===== config.mk =====
export PLATFORM = sky130hd
export DESIGN_NAME = frac_baud_gen
export DESIGN_NICKNAME = d
export VERILOG_FILES = /design/src/rtl/fbg_pkg.sv /design/src/rtl/fbg_prescaler.sv /design/src/rtl/fbg_step_acc.sv /design/src/rtl/fbg_os_count.sv /design/src/rtl/frac_baud_gen.sv
export SDC_FILE = /design/constraint.sdc
export NUM_CORES = 1
export LEC_CHECK = 0
export ABC_AREA = 1
export CORE_ASPECT_RATIO = 1.2
export CORE_MARGIN = 2
export CORE_UTILIZATION = 57
export DETAILED_ROUTE_END_ITERATION = 7
export PLACE_DENSITY = 0.8
export SYNTH_ARGS = -nofsm -noshare
export SYNTH_HDL_FRONTEND = slang
export SYNTH_SLANG_ARGS = --single-unit

===== constraint.sdc =====
create_clock -name clk -period 2.2 [get_ports clk]
set_input_delay 0.44 -clock clk [delete_from_list [all_inputs] [get_ports clk]]
set_output_delay 0.44 -clock clk [all_outputs]
set_load 0.02 [all_outputs]

===== src/rtl/fbg_pkg.sv =====
package fbg_pkg;

   localparam int unsigned FBG_PRE_W_DEF  = 10;
   localparam int unsigned FBG_STEP_W_DEF = 10;
   localparam int unsigned FBG_OS_W_DEF   = 4;
   localparam int unsigned FBG_MAX_W      = 16;

   // True when a wrapping counter has reached (or passed) its terminal value.
   function automatic logic fbg_at_limit(input logic [31:0] cnt, input logic [31:0] lim);
      return (cnt >= lim);
   endfunction

endpackage


===== src/rtl/fbg_prescaler.sv =====
module fbg_prescaler
   import fbg_pkg::*;
#(
   parameter int unsigned W = 10
)(
   input  logic         clk,
   input  logic         rst_n,
   input  logic         clr,
   input  logic [W-1:0] limit,
   output logic         en_o
);

   logic [W-1:0] cnt;
   logic         at_end;

   assign at_end = fbg_at_limit(32'(cnt), 32'(limit));
   assign en_o   = !clr && at_end;

   always_ff @(posedge clk or negedge rst_n) begin
      if (!rst_n)       cnt <= '0;
      else if (clr)     cnt <= '0;
      else if (at_end)  cnt <= '0;
      else              cnt <= cnt + 1'b1;
   end

   // After a strobe the division period begins afresh.
   p_pre_wrap_r2: assert property (@(posedge clk) disable iff (!rst_n)
      en_o |=> (cnt == '0));

endmodule


===== src/rtl/fbg_step_acc.sv =====
module fbg_step_acc #(
   parameter int unsigned W = 10
)(
   input  logic         clk,
   input  logic         rst_n,
   input  logic         clr,
   input  logic         adv,
   input  logic [W-1:0] step,
   output logic         carry_o
);

   logic [W-1:0] acc;
   logic [W:0]   sum;

   assign sum     = {1'b0, acc} + {1'b0, step};
   assign carry_o = adv && sum[W];

   always_ff @(posedge clk or negedge rst_n) begin
      if (!rst_n)    acc <= '0;
      else if (clr)  acc <= '0;
      else if (adv)  acc <= sum[W-1:0];
   end

   // A zero step leaves the phase untouched.
   p_zero_step_r4: assert property (@(posedge clk) disable iff (!rst_n)
      (adv && !clr && step == '0) |=> $stable(acc));

   // Phase moves only on a prescaler strobe.
   p_phase_hold_r3: assert property (@(posedge clk) disable iff (!rst_n)
      (!adv && !clr) |=> $stable(acc));

endmodule


===== src/rtl/fbg_os_count.sv =====
module fbg_os_count
   import fbg_pkg::*;
#(
   parameter int unsigned W = 4
)(
   input  logic         clk,
   input  logic         rst_n,
   input  logic         clr,
   input  logic         adv,
   input  logic [W-1:0] limit,
   output logic         wrap_o
);

   logic [W-1:0] cnt;
   logic         at_end;

   assign at_end = fbg_at_limit(32'(cnt), 32'(limit));
   assign wrap_o = adv && at_end;

   always_ff @(posedge clk or negedge rst_n) begin
      if (!rst_n)        cnt <= '0;
      else if (clr)      cnt <= '0;
      else if (adv) begin
         if (at_end)     cnt <= '0;
         else            cnt <= cnt + 1'b1;
      end
   end

   // A baud strobe starts a new bit of slices.
   p_os_restart_r5: assert property (@(posedge clk) disable iff (!rst_n)
      wrap_o |=> (cnt == '0));

endmodule


===== src/rtl/frac_baud_gen.sv =====
module frac_baud_gen
   import fbg_pkg::*;
#(
   parameter int unsigned PRE_W          = FBG_PRE_W_DEF,
   parameter int unsigned STEP_W         = FBG_STEP_W_DEF,
   parameter int unsigned OS_W           = FBG_OS_W_DEF,
   parameter bit          RESTART_ON_CFG = 1'b1
)(
   input  logic              clk,
   input  logic              rst_n,
   input  logic              enable,
   input  logic [PRE_W-1:0]  prescale,
   input  logic [STEP_W-1:0] step,
   input  logic [OS_W-1:0]   oversample,
   output logic              slice_tick,
   output logic              baud_tick
);

   localparam int unsigned CFG_W = PRE_W + STEP_W + OS_W;

   generate
      if (PRE_W < 1 || PRE_W > FBG_MAX_W) begin : g_bad_pre
         $error("frac_baud_gen: PRE_W out of range");
      end
      if (STEP_W < 2 || STEP_W > FBG_MAX_W) begin : g_bad_step
         $error("frac_baud_gen: STEP_W out of range");
      end
      if (OS_W < 1 || OS_W > FBG_MAX_W) begin : g_bad_os
         $error("frac_baud_gen: OS_W out of range");
      end
   endgenerate

   logic [CFG_W-1:0] cfg_now;
   logic             cfg_changed;
   logic             restart;
   logic             pre_en;
   logic             slice_int;
   logic             baud_int;

   assign cfg_now = {prescale, step, oversample};

   generate
      if (RESTART_ON_CFG) begin : g_track
         logic [CFG_W-1:0] cfg_q;
         always_ff @(posedge clk or negedge rst_n) begin
            if (!rst_n) cfg_q <= '0;
            else        cfg_q <= cfg_now;
         end
         assign cfg_changed = (cfg_q != cfg_now);
      end else begin : g_free
         assign cfg_changed = 1'b0;
      end
   endgenerate

   assign restart = !enable || cfg_changed;

   fbg_prescaler #(.W(PRE_W)) u_pre (
      .clk   (clk),
      .rst_n (rst_n),
      .clr   (restart),
      .limit (prescale),
      .en_o  (pre_en)
   );

   fbg_step_acc #(.W(STEP_W)) u_acc (
      .clk     (clk),
      .rst_n   (rst_n),
      .clr     (restart),
      .adv     (pre_en),
      .step    (step),
      .carry_o (slice_int)
   );

   fbg_os_count #(.W(OS_W)) u_os (
      .clk    (clk),
      .rst_n  (rst_n),
      .clr    (restart),
      .adv    (slice_int),
      .limit  (oversample),
      .wrap_o (baud_int)
   );

   assign slice_tick = slice_int;
   assign baud_tick  = baud_int;

   p_idle_quiet_r7: assert property (@(posedge clk) disable iff (!rst_n)
      !enable |-> (!slice_tick && !baud_tick));

   p_cfg_edge_quiet_r8: assert property (@(posedge clk) disable iff (!rst_n)
      cfg_changed |-> (!slice_tick && !baud_tick));

   p_baud_in_slice_r5: assert property (@(posedge clk) disable iff (!rst_n)
      baud_tick |-> slice_tick);

   p_zero_step_quiet_r4: assert property (@(posedge clk) disable iff (!rst_n)
      (step == '0) |-> !slice_tick);

endmodule


======== Word level (Yosys, flattened, before mapping) ========
Index checks and enable logic that the tools add are counted.
storage, ports and cells
  input bits .............................. 27
  word-level logic and storage cells ...... 25
  register bits after elaboration ......... 48
  output and inout port bits .............. 2
operators by class
  $lt $le $gt $ge ......................... 2
  multiplexer cells ....................... 7
  add/sub/neg operators ................... 3
  reductions and logical operators ........ 8
  equal/unequal tests ..................... 1
operators by type and width
  kind                                           number
  2-to-1 mux 10 bit                              4
  inequality test 24 bit                         1
  2-to-1 mux 4 bit                               3
  adder 10 x 10 -> 11 bit                        1
  adder 10 x 1 -> 10 bit, second input constant  1
  >= comparator 10 bit                           1
  adder 4 x 1 -> 4 bit, second input constant    1
  >= comparator 4 bit                            1
  nonzero test 2 bit                             2
  logical AND 1 bit                              3
  logical NOT 1 bit                              2
  logical OR 1 bit                               1

======== Longest topological paths before layout ========
  word-level depth ........................ 7
  depth in mapped cells ................... 13
  gate-level depth less buffers ........... 13

======== Cells and area by module ========
Synthesis repeated with hierarchy kept, for this count alone.
second synthesis, totals
  cells, all modules ...................... 400
  area total of the unflattened synthesis .. 2995.4 µm²
modules (own cells, without submodules)
  module         area an instance (µm²)  cells an instance  instances  seq. area each (µm²)
  frac_baud_gen  1062.3                  134                1          600.6
  fbg_step_acc   854.6                   123                1          250.2
  fbg_prescaler  745.7                   96                 1          250.2
  fbg_os_count   332.8                   47                 1          100.1

======== Worst setup path before layout ========
No wires, ideal clock.
  path type ............................... in2out
  start ................................... input prescale[9]
  end ..................................... output baud_tick
  path slack .............................. 28 ps
  required time ........................... 1760 ps
  data arrival time ....................... 1732 ps
  path buffers ............................ 0
  stages on the path ...................... 9
  path through ............................ inv_2 > ha_1 > nand2_1 > nor2_1 > a21boi_0 > nor2_1 > inv_1 > nand3_2 > nor2_1
on the way
  longest elaborated chain between the ends .. 6
  elaborated cells on any way between the ends .. 7
  those cells by class .................... order compare (1); eq/ne (1); reduce/logical (5)
ends and longest elaborated chain
  item                                                          RTL line             RTL
  start: declaration                                            frac_baud_gen.sv:12  input logic [PRE_W-1:0] prescale,
  branches (longest 3 deep; another with >= comparator 10 bit)  n/a
  logical AND 1 bit (*)                                         fbg_prescaler.sv:17  assign en_o = !clr && at_end;
  logical AND 1 bit (*)                                         fbg_step_acc.sv:16   assign carry_o = adv && sum[W];
  logical AND 1 bit (*)                                         fbg_os_count.sv:18   assign wrap_o = adv && at_end;
  end: declaration                                              frac_baud_gen.sv:16  output logic baud_tick
Every way passes the cells marked *.

======== Worst setup path after layout ========
  start ................................... input oversample[2]
  end ..................................... output baud_tick
on the way
  longest elaborated chain between the ends .. 6
  elaborated cells on any way between the ends .. 7
  those cells by class .................... order compare (1); eq/ne (1); reduce/logical (5)
ends and longest elaborated chain
  item                    RTL line             RTL
  start: declaration      frac_baud_gen.sv:14  input logic [OS_W-1:0] oversample,
  inequality test 24 bit  frac_baud_gen.sv:49  assign cfg_changed = (cfg_q != cfg_now);
  logical OR 1 bit        frac_baud_gen.sv:55  assign restart = !enable || cfg_changed;
  logical NOT 1 bit       fbg_prescaler.sv:17
  logical AND 1 bit       fbg_prescaler.sv:17
  logical AND 1 bit       fbg_step_acc.sv:16
  logical AND 1 bit (*)   fbg_os_count.sv:18
Mark *: on every way between the ends. The rest lies on a longest branch, timed or not.

==> impl_metrics.tcl <==
set metrics [dict create \
    firstDrtPassIters 5 \
    path_cells "clkdlybuf4s50_1 > buf_4 > inv_1 > ha_1 > nand2_1 > inv_1 > nand3_1 > nand3_2 > inv_2 > nor2_4 > buf_6" \
    synth-edff-count 0 \
    synth_area_per_cell_um2 7.692 \
    grt_pass1_wl_um 12450 \
    path_clk_slew_ns 0.10 \
    area_delta_synth_final_pct 40.08 \
    status "finished with violations" \
    syn_area_um2 2969 \
    fmax_mhz 420.6 \
    clock_path_buffers 2 \
    routabilityCongestion 0.8768 \
    period_needed_ns 2.378 \
    clock_sinks 48 \
    final-max-slew-violation-count 0 \
    synth_ff_type "dfrtp_1" \
    grt_overflow 0 \
    synth_top_cell_area_share 0.4046 \
    dp_hpwl_um 5563 \
    die_area_um2 5805 \
    maxCapViolCount 0 \
    root_buffer "clkbuf_8" \
    num_rows 28 \
    cts_tree "done" \
    n_antenna_cell 0 \
    antenna_found_initial 0 \
    relSlewSlack 0.6648 \
    required_ns 1.76 \
    grt_pass1_vias 2899 \
    wl_per_cell_um 13.64 \
    skew_ns 0.01207 \
    cts_buffers 5 \
    holdWs_ns 0.08126 \
    worst_slew_pin_slew_ns 0.5029 \
    hp-class "in -> async" \
    power_density_nw_per_um2 438.1 \
    setup-violations-final 2 \
    drc 0 \
    async_flop_share 1.000 \
    seq_area_frac_synth 0.4046 \
    clkLatencyLatePin_ns 0.31 \
    finish.utilization 0.8360 \
    leakagePower_nw 2.285 \
    final_nets 545 \
    rsz0062_at_grt "yes" \
    die_h_um 83.06 \
    peakVddDrop_mv 0.3924 \
    cpMostUsedCell "inv_1" \
    fin_crit_sh 1.081 \
    core_um2 4975 \
    start_util 0.5968 \
    hold_buffers 0 \
    yosys_warnings 0 \
    ant_nets 0 \
    cp_max_fo 2 \
    drt_wl_total_um 7530 \
    drt-vias-per-instance 5.074 \
    die_w_um 69.89 \
    endpoint_kind "primary output" \
    slowest_stage "clkdlybuf4s50_1" \
    crit_family "buffers and inverters" \
    synth_cell_types 33 \
    dr_total_vias 2801 \
    drive_gt1_frac 0.2825 \
    synth_top_area_cell "dfrtp_1" \
    h-tree-depth 2 \
    grt_max_degree 23 \
    synthCells 386 \
    ios 29 \
    synth_seq_cells 48 \
    cp.arrival_ns 1.94 \
    crit_path_start_kind "input pin" \
    syn_nets 440 \
    grt_usage 0.2676 \
    setup_ws_ns -0.1775 \
    critPathKind "in -> out" \
    critical-path-max-stage-delay_ns 0.49 \
    crit_buf_inv 6 \
    drt_iter0_markers 111 \
    violations "setup timing" \
    hold_violations 0 \
    port_buffers 28 \
    synth_area_leaders "dfrtp_1, nand2_1, ha_1, inv_1, nor2_1" \
]
[what timing repair did]
action,CTS,global route
setup buffers,3,2
gates resized for setup,60,25
setup endpoints to repair,7,3
gates cloned,0,0
pin swaps,27,12
[area by class of cell]
type	count	area [um^2]
clock inverter	2	35.03
multi-input combinational	268	1708
sequential	48	1201
clock buffer	6	72.57
fill	314	815.8
inverter	69	259.0
tap	60	75.07
timing repair buffer	99	808.3
[cells in the mapped netlist (all sizes together) (2+ instances only)]
| library cell | count |
|---|---|
| dfrtp | 48 |
| nor2 | 45 |
| inv | 68 |
| a21o | 2 |
| nand3 | 17 |
| xnor2 | 10 |
| nand4 | 5 |
| nor3 | 2 |
| ha | 26 |
| or2 | 2 |
| a21oi | 11 |
| nor3b | 3 |
| o21ai | 11 |
| xor2 | 6 |
| nand2 | 120 |
[worst reg2reg max path, delay by kind of cell, from the launching register on]
kind,cells,cell delay [ns]
buffers and inverters,2,0.23
adder cells (fa/ha/maj),2,0.59
AO/OA/AOI/OAI,2,0.25
AND/OR/NAND/NOR,5,0.50
flip-flops,1,0.38
[stage by stage]
step	TNS [ns]	worst slack (ns)	cell area (um^2)	total power [W]	cells
2_1_floorplan	0	0.02830	2969	0.001026	386
3_3_place_gp	-6.694	-0.8658	3816	0.001172	539
3_5_place_dp	-7.880	-0.9323	3816	0.001181	539
4_1_cts	-0.3756	-0.2048	4041	0.001821	550
5_1_grt	-0.4890	-0.2565	4159	0.001897	552
6_report	-0.3261	-0.1775	4159	0.001822	552
[path summary, 6_finish.rpt]
check	slack [ns]	startpoint	endpoint	cells after the start
setup / recovery	-0.18	oversample[2]	baud_tick	11
hold / removal	0.08	rst_n	g_track.cfg_q[23]	1
setup reg to reg	0.16	u_acc.acc[0]	u_acc.acc[8]	11
hold reg to reg	0.52	u_acc.acc[2]	u_acc.acc[2]	2
max in group asynchronous	1.59	rst_n	u_os.cnt[3]	2
min in group clk	0.33	oversample[1]	g_track.cfg_q[1]	1
[kinds of logic (layout without fill, tap and decap cells)]
| kind of cell | count (synthesis) | after routing | synth area share |
|---|---|---|---|
| adder cells (fa/ha/maj) | 27 | 27 | 0.1163 |
| flip-flops | 48 | 48 | 0.4046 |
| AO/OA/AOI/OAI | 30 | 30 | 0.05900 |
| XOR/XNOR | 16 | 16 | 0.04720 |
| buffers and inverters | 70 | 176 | 0.09102 |
| AND/OR/NAND/NOR | 195 | 195 | 0.2819 |
[where the power goes]
group          internal [W]  total, W  switching (W)
Sequential         0.000904  0.000915      0.0000115
Combinational      0.000127  0.000263       0.000136
Clock              0.000338  0.000644       0.000306
Total               0.00137   0.00182       0.000454
[layout by cell type (no fill, tap or decap), drive strengths merged, types with 2 or more instances in the layout]
cell	Yosys	layout
nor3	2	2
nand3	17	17
dfrtp	48	48
o21ai	11	11
nand4	5	5
dlymetal6s2s	0	2
clkdlybuf4s15	0	2
ha	26	26
buf	1	74
nand2	120	120
xnor2	10	10
clkdlybuf4s50	0	2
clkinv	1	2
nor2	45	45
dlygate4sd2	0	19
xor2	6	6
nor3b	3	3
clkbuf	0	6
or2	2	2
inv	68	68
a21oi	11	11
a21o	2	2
[state kept, by name, summed over array words and instances (netlist names)]
| register | cells |
|---|---|
| u_acc.acc | 10 |
| u_os.cnt | 4 |
| u_pre.cnt | 10 |
| g_track.cfg_q | 24 |
[per-layer routing]
metal,global-route usage,share of wire
met1,0.3039,0.40
met2,0.5039,0.55
met3,0.03398,0.028
met4,0.09790,0.026
met5,0,0
No activity file was read; power rests on OpenSTA's default activity.
